[config.mk]
export PLATFORM = sky130hd
export DESIGN_NAME = multicycleCore
export DESIGN_NICKNAME = d
export VERILOG_FILES = /design/src/rtl/coreTypesPkg.sv /design/src/rtl/incAlu.sv /design/src/rtl/seqControl.sv /design/src/rtl/dataPath.sv /design/src/rtl/multicycleCore.sv
export SDC_FILE = /design/constraint.sdc
export NUM_CORES = 1
export LEC_CHECK = 0
export ABC_AREA = 1
export BUFFER_PORTS_ARGS = -buffer_cell sky130_fd_sc_hd__buf_2
export CAP_MARGIN = 0
export CORE_MARGIN = 4
export CORE_UTILIZATION = 25
export DETAILED_ROUTE_END_ITERATION = 8
export PLACE_DENSITY = 0.38
export SLEW_MARGIN = 10
export SYNTH_ARGS = -nofsm -noshare
export SYNTH_HDL_FRONTEND = slang
export SYNTH_HIERARCHICAL = 1
export SYNTH_SLANG_ARGS = --single-unit
[constraint.sdc]
create_clock -name clk -period 3 [get_ports clk]
set_input_delay 0.75 -clock clk [delete_from_list [all_inputs] [get_ports clk]]
set_output_delay 0.75 -clock clk [all_outputs]
set_load 0.01 [all_outputs]
[src/rtl/coreTypesPkg.sv]
package coreTypesPkg;
  localparam int OPC_W = 4;

  localparam logic [OPC_W-1:0] OP_LOAD  = 4'h1;
  localparam logic [OPC_W-1:0] OP_INC   = 4'h2;
  localparam logic [OPC_W-1:0] OP_STORE = 4'h3;
  localparam logic [OPC_W-1:0] OP_HALT  = 4'hF;

  typedef enum logic [2:0] {
    PH_FETCH,
    PH_DECODE,
    PH_OPERAND,
    PH_EXECUTE,
    PH_WRITEBACK,
    PH_HALTED
  } phase_t;

  typedef struct packed {
    logic loadIr;
    logic advancePc;
    logic addrFromPc;
    logic regFromMem;
    logic regFromAlu;
    logic memWrite;
  } strobes_t;
endpackage

[src/rtl/incAlu.sv]
module incAlu #(
  parameter int WIDTH = 16
) (
  input  logic [WIDTH-1:0] operand,
  output logic [WIDTH-1:0] result
);
  assign result = operand + WIDTH'(1);
endmodule

[src/rtl/seqControl.sv]
module seqControl
  import coreTypesPkg::*;
(
  input  logic             clk,
  input  logic             rst,
  input  logic [OPC_W-1:0] opcode,
  output strobes_t         strobes,
  output logic             done
);
  phase_t phase, phaseNext;
  logic isLoad, isInc, isStore, isHalt;

  always_comb begin
    isLoad  = (opcode == OP_LOAD);
    isInc   = (opcode == OP_INC);
    isStore = (opcode == OP_STORE);
    isHalt  = (opcode == OP_HALT);
  end

  always_comb begin
    case (phase)
      PH_FETCH:     phaseNext = PH_DECODE;
      PH_DECODE:    phaseNext = isHalt ? PH_HALTED : PH_OPERAND;
      PH_OPERAND:   phaseNext = PH_EXECUTE;
      PH_EXECUTE:   phaseNext = PH_WRITEBACK;
      PH_WRITEBACK: phaseNext = PH_FETCH;
      default:      phaseNext = PH_HALTED;
    endcase
  end

  always_ff @(posedge clk) begin
    if (rst) phase <= PH_FETCH;
    else     phase <= phaseNext;
  end

  always_comb begin
    strobes = '0;
    case (phase)
      PH_FETCH: begin
        strobes.loadIr     = 1'b1;
        strobes.advancePc  = 1'b1;
        strobes.addrFromPc = 1'b1;
      end
      PH_OPERAND:   strobes.regFromMem = isLoad;
      PH_EXECUTE:   strobes.regFromAlu = isInc;
      PH_WRITEBACK: strobes.memWrite   = isStore;
      default:      strobes = '0;
    endcase
  end

  assign done = (phase == PH_HALTED);
endmodule

[src/rtl/dataPath.sv]
module dataPath
  import coreTypesPkg::*;
#(
  parameter int DATA_W     = 16,
  parameter int REG_W      = 2,
  parameter int ADDR_W     = 10,
  parameter int START_ADDR = 100
) (
  input  logic              clk,
  input  logic              rst,
  input  strobes_t          strobes,
  input  logic [DATA_W-1:0] memRdata,
  output logic [ADDR_W-1:0] memAddr,
  output logic [DATA_W-1:0] memWdata,
  output logic [OPC_W-1:0]  opcode
);
  localparam int INSTR_W  = OPC_W + REG_W + ADDR_W;
  localparam int NUM_REGS = 2 ** REG_W;
  localparam logic [ADDR_W-1:0] START_PC = ADDR_W'(START_ADDR);

  logic [ADDR_W-1:0]  pc;
  logic [INSTR_W-1:0] ir;
  logic [DATA_W-1:0]  regs [NUM_REGS];
  logic [REG_W-1:0]   regField, srcField;
  logic [ADDR_W-1:0]  addrField;
  logic [DATA_W-1:0]  aluOut;

  assign opcode    = ir[INSTR_W-1 -: OPC_W];
  assign regField  = ir[ADDR_W +: REG_W];
  assign addrField = ir[ADDR_W-1:0];
  assign srcField  = ir[REG_W-1:0];

  incAlu #(.WIDTH(DATA_W)) alu (
    .operand(regs[srcField]),
    .result (aluOut)
  );

  assign memAddr  = strobes.addrFromPc ? pc : addrField;
  assign memWdata = regs[regField];

  always_ff @(posedge clk) begin
    if (rst) begin
      pc <= START_PC;
      ir <= '0;
      for (int i = 0; i < NUM_REGS; i++) regs[i] <= '0;
    end else begin
      if (strobes.loadIr)     ir <= memRdata[INSTR_W-1:0];
      if (strobes.advancePc)  pc <= pc + ADDR_W'(1);
      if (strobes.regFromMem) regs[regField] <= memRdata;
      if (strobes.regFromAlu) regs[regField] <= aluOut;
    end
  end
endmodule

[src/rtl/multicycleCore.sv]
module multicycleCore
  import coreTypesPkg::*;
#(
  parameter int DATA_W     = 16,
  parameter int REG_W      = 2,
  parameter int ADDR_W     = 10,
  parameter int START_ADDR = 100
) (
  input  logic              clk,
  input  logic              rst,
  output logic [ADDR_W-1:0] memAddr,
  output logic              memWe,
  output logic [DATA_W-1:0] memWdata,
  input  logic [DATA_W-1:0] memRdata,
  output logic              done
);
  strobes_t         strobes;
  logic [OPC_W-1:0] opcode;

  seqControl ctrl (
    .clk    (clk),
    .rst    (rst),
    .opcode (opcode),
    .strobes(strobes),
    .done   (done)
  );

  dataPath #(
    .DATA_W    (DATA_W),
    .REG_W     (REG_W),
    .ADDR_W    (ADDR_W),
    .START_ADDR(START_ADDR)
  ) dp (
    .clk     (clk),
    .rst     (rst),
    .strobes (strobes),
    .memRdata(memRdata),
    .memAddr (memAddr),
    .memWdata(memWdata),
    .opcode  (opcode)
  );

  assign memWe = strobes.memWrite;
endmodule

==> run_results.csv, run 1 <==
group,metric,value,unit
synthesis,ys_ff_latch,97,
clocking,cts_tree,"built",
final_layout,fin_nets,713,
timing,finalHoldViolations,0,
synthesis,avgSynthCellArea,7.98,um2
flow_run,maxCapViolCount,0,
routing,vias,4467,
synthesis,syn_inst,652,
final_layout,drive_gt1_share,18.8,%
critical_path,endpoint_kind,"register",
routing,drc,0,
routing,first_pass_iters,4,
critical_path,cp.arrival,2640,ps
global_routing,grt_pass1_wl,25.8,mm
placed_design,gp_congestion,0.819,
timing,period_share,84.8,%
global_routing,globalRoute.totalOverflow,0,
floorplanning,initial_core_util,25.5,%
routing,drt_iter0_drc,255,
synthesis,synth_edf_count,64,
clocking,clock-root-buffer,"clkbuf_16",
synthesis,synth.distinct_cells,32,
final_layout,insertedDiodeCount,0,
floorplanning,dieHeight,152,um
floorplanning,rows,52,
synthesis,synth_seq_area_share,49.7,%
critical_path,worstSetupStartpointType,"register",
global_routing,grtUsageTotal,14.3,%
timing,finalMaxSlewViolations,0,
critical_path,regToRegSetupSlack,460,ps
timing,setup_viol,0,
synthesis,syn_area,5200,um2
clocking,cts_inserted_buffers,9,
timing,max_clock_freq,393,MHz
synthesis,synth.yosys.warnings,6,
synthesis,syn_nets,672,
final_layout,area_growth,17.5,%
floorplanning,die_w,152,um
clocking,cts_hold_buf,0,
clocking,clock_path_buffers,2,
synthesis,ys.flop_type,"edfxtp_1",
floorplanning,io_pins,46,
pwr,leakagePower,0.00245,uW
critical_path,path_max_fanout,9,
floorplanning,dieArea,23200,um2
floorplanning,fp.coreArea,20400,um2
pwr,vdd_ir_drop_max,0.277,mV
timing,timing.final.crit_period,2540,ps
status,status,"complete, no violations",
timing,fin_skew,7.88,ps
timing,slew-limit-headroom,58.6,%
placed_design,numPortBuffers,45,
clocking,cts_htree_levels,3,
critical_path,crit_type,"register to register",
routing,postRouteAntennaNets,0,
timing,tightest_slew,621,ps
final_layout,fin_area,6110,um2
clocking,insertion_delay,350,ps
global_routing,antenna_found_initial,0,
timing,rsz0062_at_grt,"no",
global_routing,grt_pass1_vias,4533,
pwr,powerDensity,582,nW/um2
synthesis,synth_async_sr_flop_share,0,%
routing,drt-vias-per-instance,4.61,
hold_path,hp-class,"register to register",
global_routing,grt_max_degree,38,
clocking,clkSinkCount,97,
placed_design,place_hpwl,11.4,mm
clocking,clk_pin_slew,70,ps
routing,routedWlPerCell,16.7,um
clocking,cts_setup_buffers,0,
placed_design,place_area,5790,um2
timing,setup_tns,0,ps
critical_path,critPathRequiredTime,3090,ps
routing,wirelength,16.2,mm
routing by layer:
| layer | part of all wire, % | up-vias | global-route usage (%) |
|---|---|---|---|
| met1 | 48 | 2103 | 19.6 |
| met5 | 0 | - | 0 |
| met2 | 45 | 108 | 22.4 |
| li1 | - | 2240 | - |
| met4 | 1.6 | 0 | 4.28 |
| met3 | 5.0 | 16 | 3.24 |
logic make-up after synthesis:
family,synth area share [%]
adders and majority gates,0.481
buffers and inverters,7.58
muxes,0.216
and+or+nand+nor,24.1
DFF,49.7
AOI/OAI and AO/OA,16.8
xor gates and xnor gates,1.18
sequential cells by signal, indices dropped and copies added (netlist names), named ones only:
register,flops
dp/ir,16
dp/regs,64
dp/pc,10
ctrl/phase,3
what timing repair did:
| item | 4_1_cts | 5_1_grt |
|---|---|---|
| resized for setup | 0 | 1 |
| endpoints found under the hold margin | 0 | 0 |
| endpoints found under the setup margin | 0 | 2 |
metrics by stage:
stage	setup slack (ps)	hold WS [ps]	power, uW	cells	util [%]
after floorplan	577	428	2060	652	-
after global placement	397	444	2340	952	28.4
after detailed placement	364	448	2350	952	28.4
after CTS	338	458	3620	968	30.0
after global routing	164	489	3770	968	30.0
final	456	455	3560	968	30.0
worst max-delay path, stage by stage (launching register included):
cell	delay, ps
dfxtp_1	530
buf_4	240
o21ai_0	90
o22ai_1	370
nand2_1	180
nor2_4	130
nand2_4	80
o21ai_1	140
nand2_1	80
o21ai_0	350
inv_1	90
power breakdown:
| group | switching, uW | internal (uW) | total, uW |
|---|---|---|---|
| combinational | 497 | 257 | 754 |
| clock | 517 | 730 | 1250 |
| sequential | 56.8 | 1500 | 1550 |
cell usage after synthesis (2+ instances only):
library cell	n	area (um2)
buf_4	9	67.6
xor2_1	3	26.3
o21ai_1	3	15.0
inv_2	4	15.0
nor2_1	186	698
xnor2_1	4	35.0
o21ai_2	10	87.6
nor2_2	16	100
nand3_1	9	45.0
nor3_1	4	20.0
clkbuf_1	21	78.8
inv_1	49	184
nand2_2	9	56.3
a21oi_1	18	90.1
dfxtp_1	33	661
o22ai_1	32	200
ha_1	2	25.0
o21ai_0	96	480
nor2_4	5	56.3
edfxtp_1	64	1920
buf_2	4	20.0
nand4_1	4	25.0
nand2_1	58	218
area by class of cell:
| cell class | count | area (um2) |
|---|---|---|
| Sequential cell | 97 | 2580 |
| Tap cell | 270 | 338 |
| Multi-Input combinational cell | 464 | 2230 |
| Timing Repair Buffer | 66 | 433 |
| Clock inverter | 7 | 91.3 |
| Fill cell | 2210 | 14300 |
| Clock buffer | 9 | 225 |
| Inverter | 55 | 213 |
path summary, 6_finish.rpt:
path,cells after the start,endpoint,startpoint
max,10,dp/regs[3][15],register
max reg2reg,10,dp/regs[3][15],register
min reg2reg,2,dp/ir[4],dp/ir[4]
min,2,dp/ir[4],dp/ir[4]
cells in the final DEF, fill, tap and decap left out, drive strengths merged, types with 3 or more instances in the layout:
cell type  instances
nand2             68
o22ai             32
nand3             10
dfxtp             33
xor2               3
nor3               4
inv               55
clkbuf             9
buf               66
clkinv             3
edfxtp            64
o21ai            109
xnor2              4
nand4              4
nor2             207
a21oi             18
Note: power is estimated with default switching activity, not from simulation.
==> inputs of run 2 (changes only) <==
- clock period: 3 -> 2.62 ns (I/O delays scaled with it)
==> run 2 against run 1 <==
Clock power is essentially flat. Via count grew 0.99%. Critical path type is now register to output port. Sequential share of layout area shrank 0.30 points. Die area is the same. Wire length shrank 1.4%. Combinational power grew 19%.
==> run_results.csv, run 2 (synthesis gave the netlist of run 1 again) <==
group,metric,value,unit
pwr,leakagePower,0.00250,uW
floorplanning,io_pins,46,
placed_design,numPortBuffers,45,
floorplanning,dieHeight,152,um
final_layout,area_growth,18.4,%
timing,timing.final.crit_period,2370,ps
routing,vias,4511,
clocking,cts_inserted_buffers,9,
routing,drt_iter0_drc,253,
pwr,powerDensity,634,nW/um2
global_routing,grtUsageTotal,14.0,%
final_layout,fin_nets,726,
critical_path,crit_type,"register to output port",
final_layout,drive_gt1_share,19.7,%
routing,drt-vias-per-instance,4.60,
timing,setup_tns,0,ps
final_layout,top_regs,"dp/regs (64), dp/ir (16), dp/pc (10)",
floorplanning,die_w,152,um
global_routing,grt_max_degree,38,
final_layout,fin_area,6160,um2
critical_path,path_max_fanout,37,
routing,first_pass_iters,5,
timing,setup_viol,0,
timing,slew-limit-headroom,58.5,%
clocking,cts_hold_buf,0,
timing,rsz0062_at_grt,"no",
critical_path,worstRegToRegCells,13,
critical_path,critPathSlowestCell,"dfxtp_1",
timing,finalMaxSlewViolations,0,
global_routing,antenna_found_initial,0,
floorplanning,initial_core_util,25.5,%
critical_path,path_buf_inv,2,
timing,fin_skew,5.75,ps
global_routing,globalRoute.totalOverflow,0,
critical_path,critPathRequiredTime,1970,ps
timing,tightest_slew,622,ps
timing,max_clock_freq,421,MHz
critical_path,crit_chain,"nor3_2, buf_12, mux2_2, buf_2",
routing,drc,0,
critical_path,worst-path-stages,4,
flow_run,maxCapViolCount,0,
timing,finalHoldViolations,0,
clocking,clkSinkCount,97,
final_layout,mostFrequentLayoutCell,"nor2_1",
routing,postRouteAntennaNets,0,
final_layout,fillers,2185,
clocking,post_cts_resized,0,
clocking,insertion_delay,350,ps
critical_path,slowest_delay,380,ps
final_layout,largest_reg_flops,64,
final_layout,mostFrequentLayoutCells,"186 x nor2_1, 95 x o21ai_0, 64 x edfxtp_1",
timing,period_share,90.6,%
final_layout,insertedDiodeCount,0,
critical_path,cp.arrival,1720,ps
floorplanning,dieArea,23200,um2
floorplanning,rows,52,
clocking,clk_pin_slew,70,ps
routing,routedWlPerCell,16.2,um
critical_path,worstSetupStartpointType,"register",
global_routing,grt_pass1_vias,4699,
global_routing,grt_pass1_wl,25.9,mm
placed_design,place_area,5890,um2
clocking,clock-root-buffer,"clkbuf_16",
critical_path,crit_family,"flip-flops",
hold_path,hp-class,"register to register",
final_layout,regMostFlops,"dp/regs",
clocking,clock_path_buffers,2,
clocking,cts_htree_levels,3,
hold_path,holdPathStages,2,
status,status,"complete, no violations",
clocking,cts_setup_buffers,0,
critical_path,endpoint_kind,"output port",
clocking,cts_tree,"built",
floorplanning,fp.coreArea,20400,um2
routing,wirelength,15.9,mm
placed_design,place_hpwl,11.4,mm
pwr,vdd_ir_drop_max,0.311,mV
placed_design,gp_congestion,0.838,
## run 2: cell types whose count changed in the layout (fill, tap and decap cells not counted), sizes merged
cell / delta
inv: +3
clkinvlp: -2
buf: +13
clkbuf: +3
clkinv: -2
bufinv: -2
## run 2: worst paths after layout
check / startpoint / end / slack, ps
setup / recovery: ctrl/phase[2] / memAddr[6] / 250
hold / removal: dp/ir[4] / dp/ir[4] / 460
setup reg to reg: register / dp/regs[2][15] / 300
hold reg to reg: dp/ir[4] / dp/ir[4] / 460
## run 2: metal layers
layer	part of all wire, %	GRT usage, %	wire length, um	up-vias
met5	0	0	0	-
met4	1.3	3.42	203	0
met3	4.8	3.01	766	14
met2	47	23.2	7440	100
met1	47	18.8	7520	2123
li1	-	-	-	2274
## run 2: report_power, final
part	switching [uW]	internal (uW)
logic	577	324
registers	57.7	1720
clock network	565	666
## run 2: layout make-up
class / instances / area, um2 / share of cell area (%)
multi-input combinational: 464 / 2230 / 36.2
clock inverter: 4 / 20.0 / 0.325
inverter: 55 / 209 / 3.39
tap: 270 / 338 / 5.49
timing repair buffer: 79 / 531 / 8.62
sequential: 97 / 2580 / 42.0
clock buffer: 12 / 246 / 4.00
## run 2: metrics by stage
stage	power, uW	instances	hold slack, ps	util, %	setup WS, ps
final	3900	981	457	30.2	246
after global routing	4140	981	498	30.2	62.1
after CTS	3960	981	465	30.2	224
after detailed placement	2720	965	454	28.9	266
after global placement	2720	965	446	28.9	212
after floorplan	2360	652	428	-	197
## run 2: worst min-delay path: cells and delay by family, from the launching register on
| kind | cells | cell delay [ps] |
|---|---|---|
| flip-flops | 1 | 300 |
| buffers and inverters | 1 | 60 |
| AO/OA/AOI/OAI | 1 | 60 |
==> inputs of run 3 (changes only) <==
- SETUP_SLACK_MARGIN: default -> 0.5
==> run 3 against run 2 <==
Sequential cell count did not move. Total power rose by 24%. Largest cell class is now multi-input gates. Core utilization rose by 6.9 points. Cell count rose by 5.1%. Sequential share of layout area fell by 7.5 points. Largest power group unchanged.
==> run_results.csv, run 3 (synthesis gave the netlist of run 1 again) <==
group,metric,value,unit
critical_path,critPathLaunch,"ctrl/phase[2]",
pwr,switching_share,31.2,%
timing,finalHoldViolations,0,
floorplanning,rows,52,
placed_design,place_hpwl,11.3,mm
pwr,power.share.clock,30.9,%
final_layout,layout.cells.non_filler,1031,
timing,setup_viol,0,
critical_path,endpoint_kind,"output port",
final_layout,regMostFlops,"dp/regs",
floorplanning,io_pins,46,
clocking,cts_inserted_buffers,9,
timing,tightest_slew,461,ps
global_routing,grt_pass1_wl,26.9,mm
timing,period_share,85.2,%
routing,drt-vias-per-instance,4.78,
clocking,clk_pin_slew,70,ps
floorplanning,fp.coreArea,20400,um2
pwr,switching_power,1500,uW
timing,setup_tns,0,ps
timing,rsz0062_at_grt,"yes",
final_layout,area_growth,45.5,%
routing,drc,0,
routing,first_pass_iters,5,
placed_design,gp_congestion,0.842,
critical_path,crit_type,"register to output port",
floorplanning,dieArea,23200,um2
critical_path,worstRegToRegCells,14,
routing,drt_iter0_drc,252,
clocking,cts_htree_levels,3,
timing,slew-limit-headroom,69.0,%
final_layout,insertedDiodeCount,0,
critical_path,critPathRequiredTime,1970,ps
final_layout,largest_reg_flops,64,
clocking,cts_hold_buf,0,
floorplanning,initial_core_util,25.5,%
global_routing,antenna_found_initial,1,
final_layout,fin_nets,776,
flow_run,maxCapViolCount,0,
routing,postRouteAntennaNets,0,
clocking,clock-root-buffer,"clkbuf_16",
placed_design,dp.cells,956,
final_layout,drive_gt1_share,37.3,%
global_routing,grt_max_degree,22,
routing,vias,4924,
timing,fin_skew,8.37,ps
final_layout,mostFrequentLayoutCells,"173 x nor2_1, 64 x edfxtp_1, 49 x o21ai_0",
clocking,clkSinkCount,97,
pwr,p_comb_share,31.9,%
routing,wirelength,18.8,mm
pwr,p_int,3330,uW
global_routing,grtUsageTotal,15.0,%
pwr,powerDensity,638,nW/um2
pwr,vdd_ir_drop_max,0.343,mV
final_layout,top_regs,"dp/regs (64), dp/ir (16), dp/pc (10)",
hold_path,hp-class,"register to register",
global_routing,grt_pass1_vias,4640,
clocking,cts_tree,"built",
critical_path,regToRegSetupSlack,440,ps
critical_path,worstReg2RegEnd,"dp/regs[1][11]",
pwr,leakagePower,0.00308,uW
clocking,insertion_delay,350,ps
placed_design,numPortBuffers,45,
timing,timing.final.crit_period,2230,ps
clocking,clock_path_buffers,2,
floorplanning,dieHeight,152,um
critical_path,path_max_fanout,6,
timing,finalMaxSlewViolations,0,
routing,routedWlPerCell,18.2,um
critical_path,worstSetupEndpoint,"memAddr[6]",
floorplanning,die_w,152,um
status,status,"complete, no violations",
global_routing,globalRoute.totalOverflow,0,
critical_path,worstSetupStartpointType,"register",
pwr,pwr-share-seq,37.2,%
final_layout,mostFrequentLayoutCell,"nor2_1",
timing,max_clock_freq,448,MHz
critical_path,cp.arrival,1580,ps
-- run 3: cell count changes in the layout (fill, tap and decap cells not counted), sizes merged, moves of 2 or more --
cell and change:
buf +44, inv -3, bufinv +2, clkbuf +2
clkinv +2, clkinvlp +2
-- run 3: how the worst min path moves through the flow --
stage             start  cells after the start  slack, ps  endpoint
3_3_place_gp   dp/ir[8]                      2        450  dp/ir[8]
4_1_cts        dp/ir[4]                      2        470  dp/ir[4]
2_1_floorplan  dp/ir[4]                      2        430  dp/ir[4]
5_1_grt        dp/ir[4]                      2        490  dp/ir[4]
6_report       dp/ir[4]                      2        470  dp/ir[4]
3_5_place_dp   dp/ir[8]                      2        450  dp/ir[8]
-- run 3: area by class of cell --
class	count	area [um2]
fillers	2072	12800
multi-input cells	464	2760
flip-flops and latches	97	2600
repair buffers	128	1280
well taps	270	338
clock buffers	10	250
inverters	55	238
clock inverters	6	87.6
repair inverters	1	5.00
-- run 3: worst max-delay path, cell delays in order, from the launching register on --
cell and delay (ps):
dfxtp_4 370, nor3_4 250, buf_12 170, mux2_4 310, buf_6 120
-- run 3: routing by layer --
metal,global-route usage (%),vias to the layer above,part of all wire (%)
met3,3.61,19,4.9
met5,0,-,0.048
met1,20.6,2390,46
met2,24.2,120,48
li1,-,2393,-
met4,3.08,2,1.1
-- run 3: power by group through the flow --
stage | registers (uW) | clock network, uW | logic [uW]
floorplan | 1790 | 0 | 573
global placement | 1800 | 0 | 893
detailed placement | 1800 | 0 | 889
CTS | 1790 | 1530 | 1160
global route | 1810 | 1610 | 1650
finish | 1800 | 1490 | 1540
-- run 3: repair_timing --
item,CTS,global route
endpoints found under the setup margin,91,103
cloned,7,5
pin swaps,14,64
setup buffers,24,23
resized for setup,69,169
-- run 3: per-stage QoR --
stage               util [%]  total power (uW)  cell area, um2  setup slack (ps)  hold WS (ps)
floorplan                  -              2360            5200               534           428
global placement        28.5              2700            5810               314           454
detailed placement      28.5              2690            5810               291           454
CTS                     33.0              4480            6710               397           471
global route            37.2              5070            7570               335           493
finish                  37.2              4830            7570               387           468
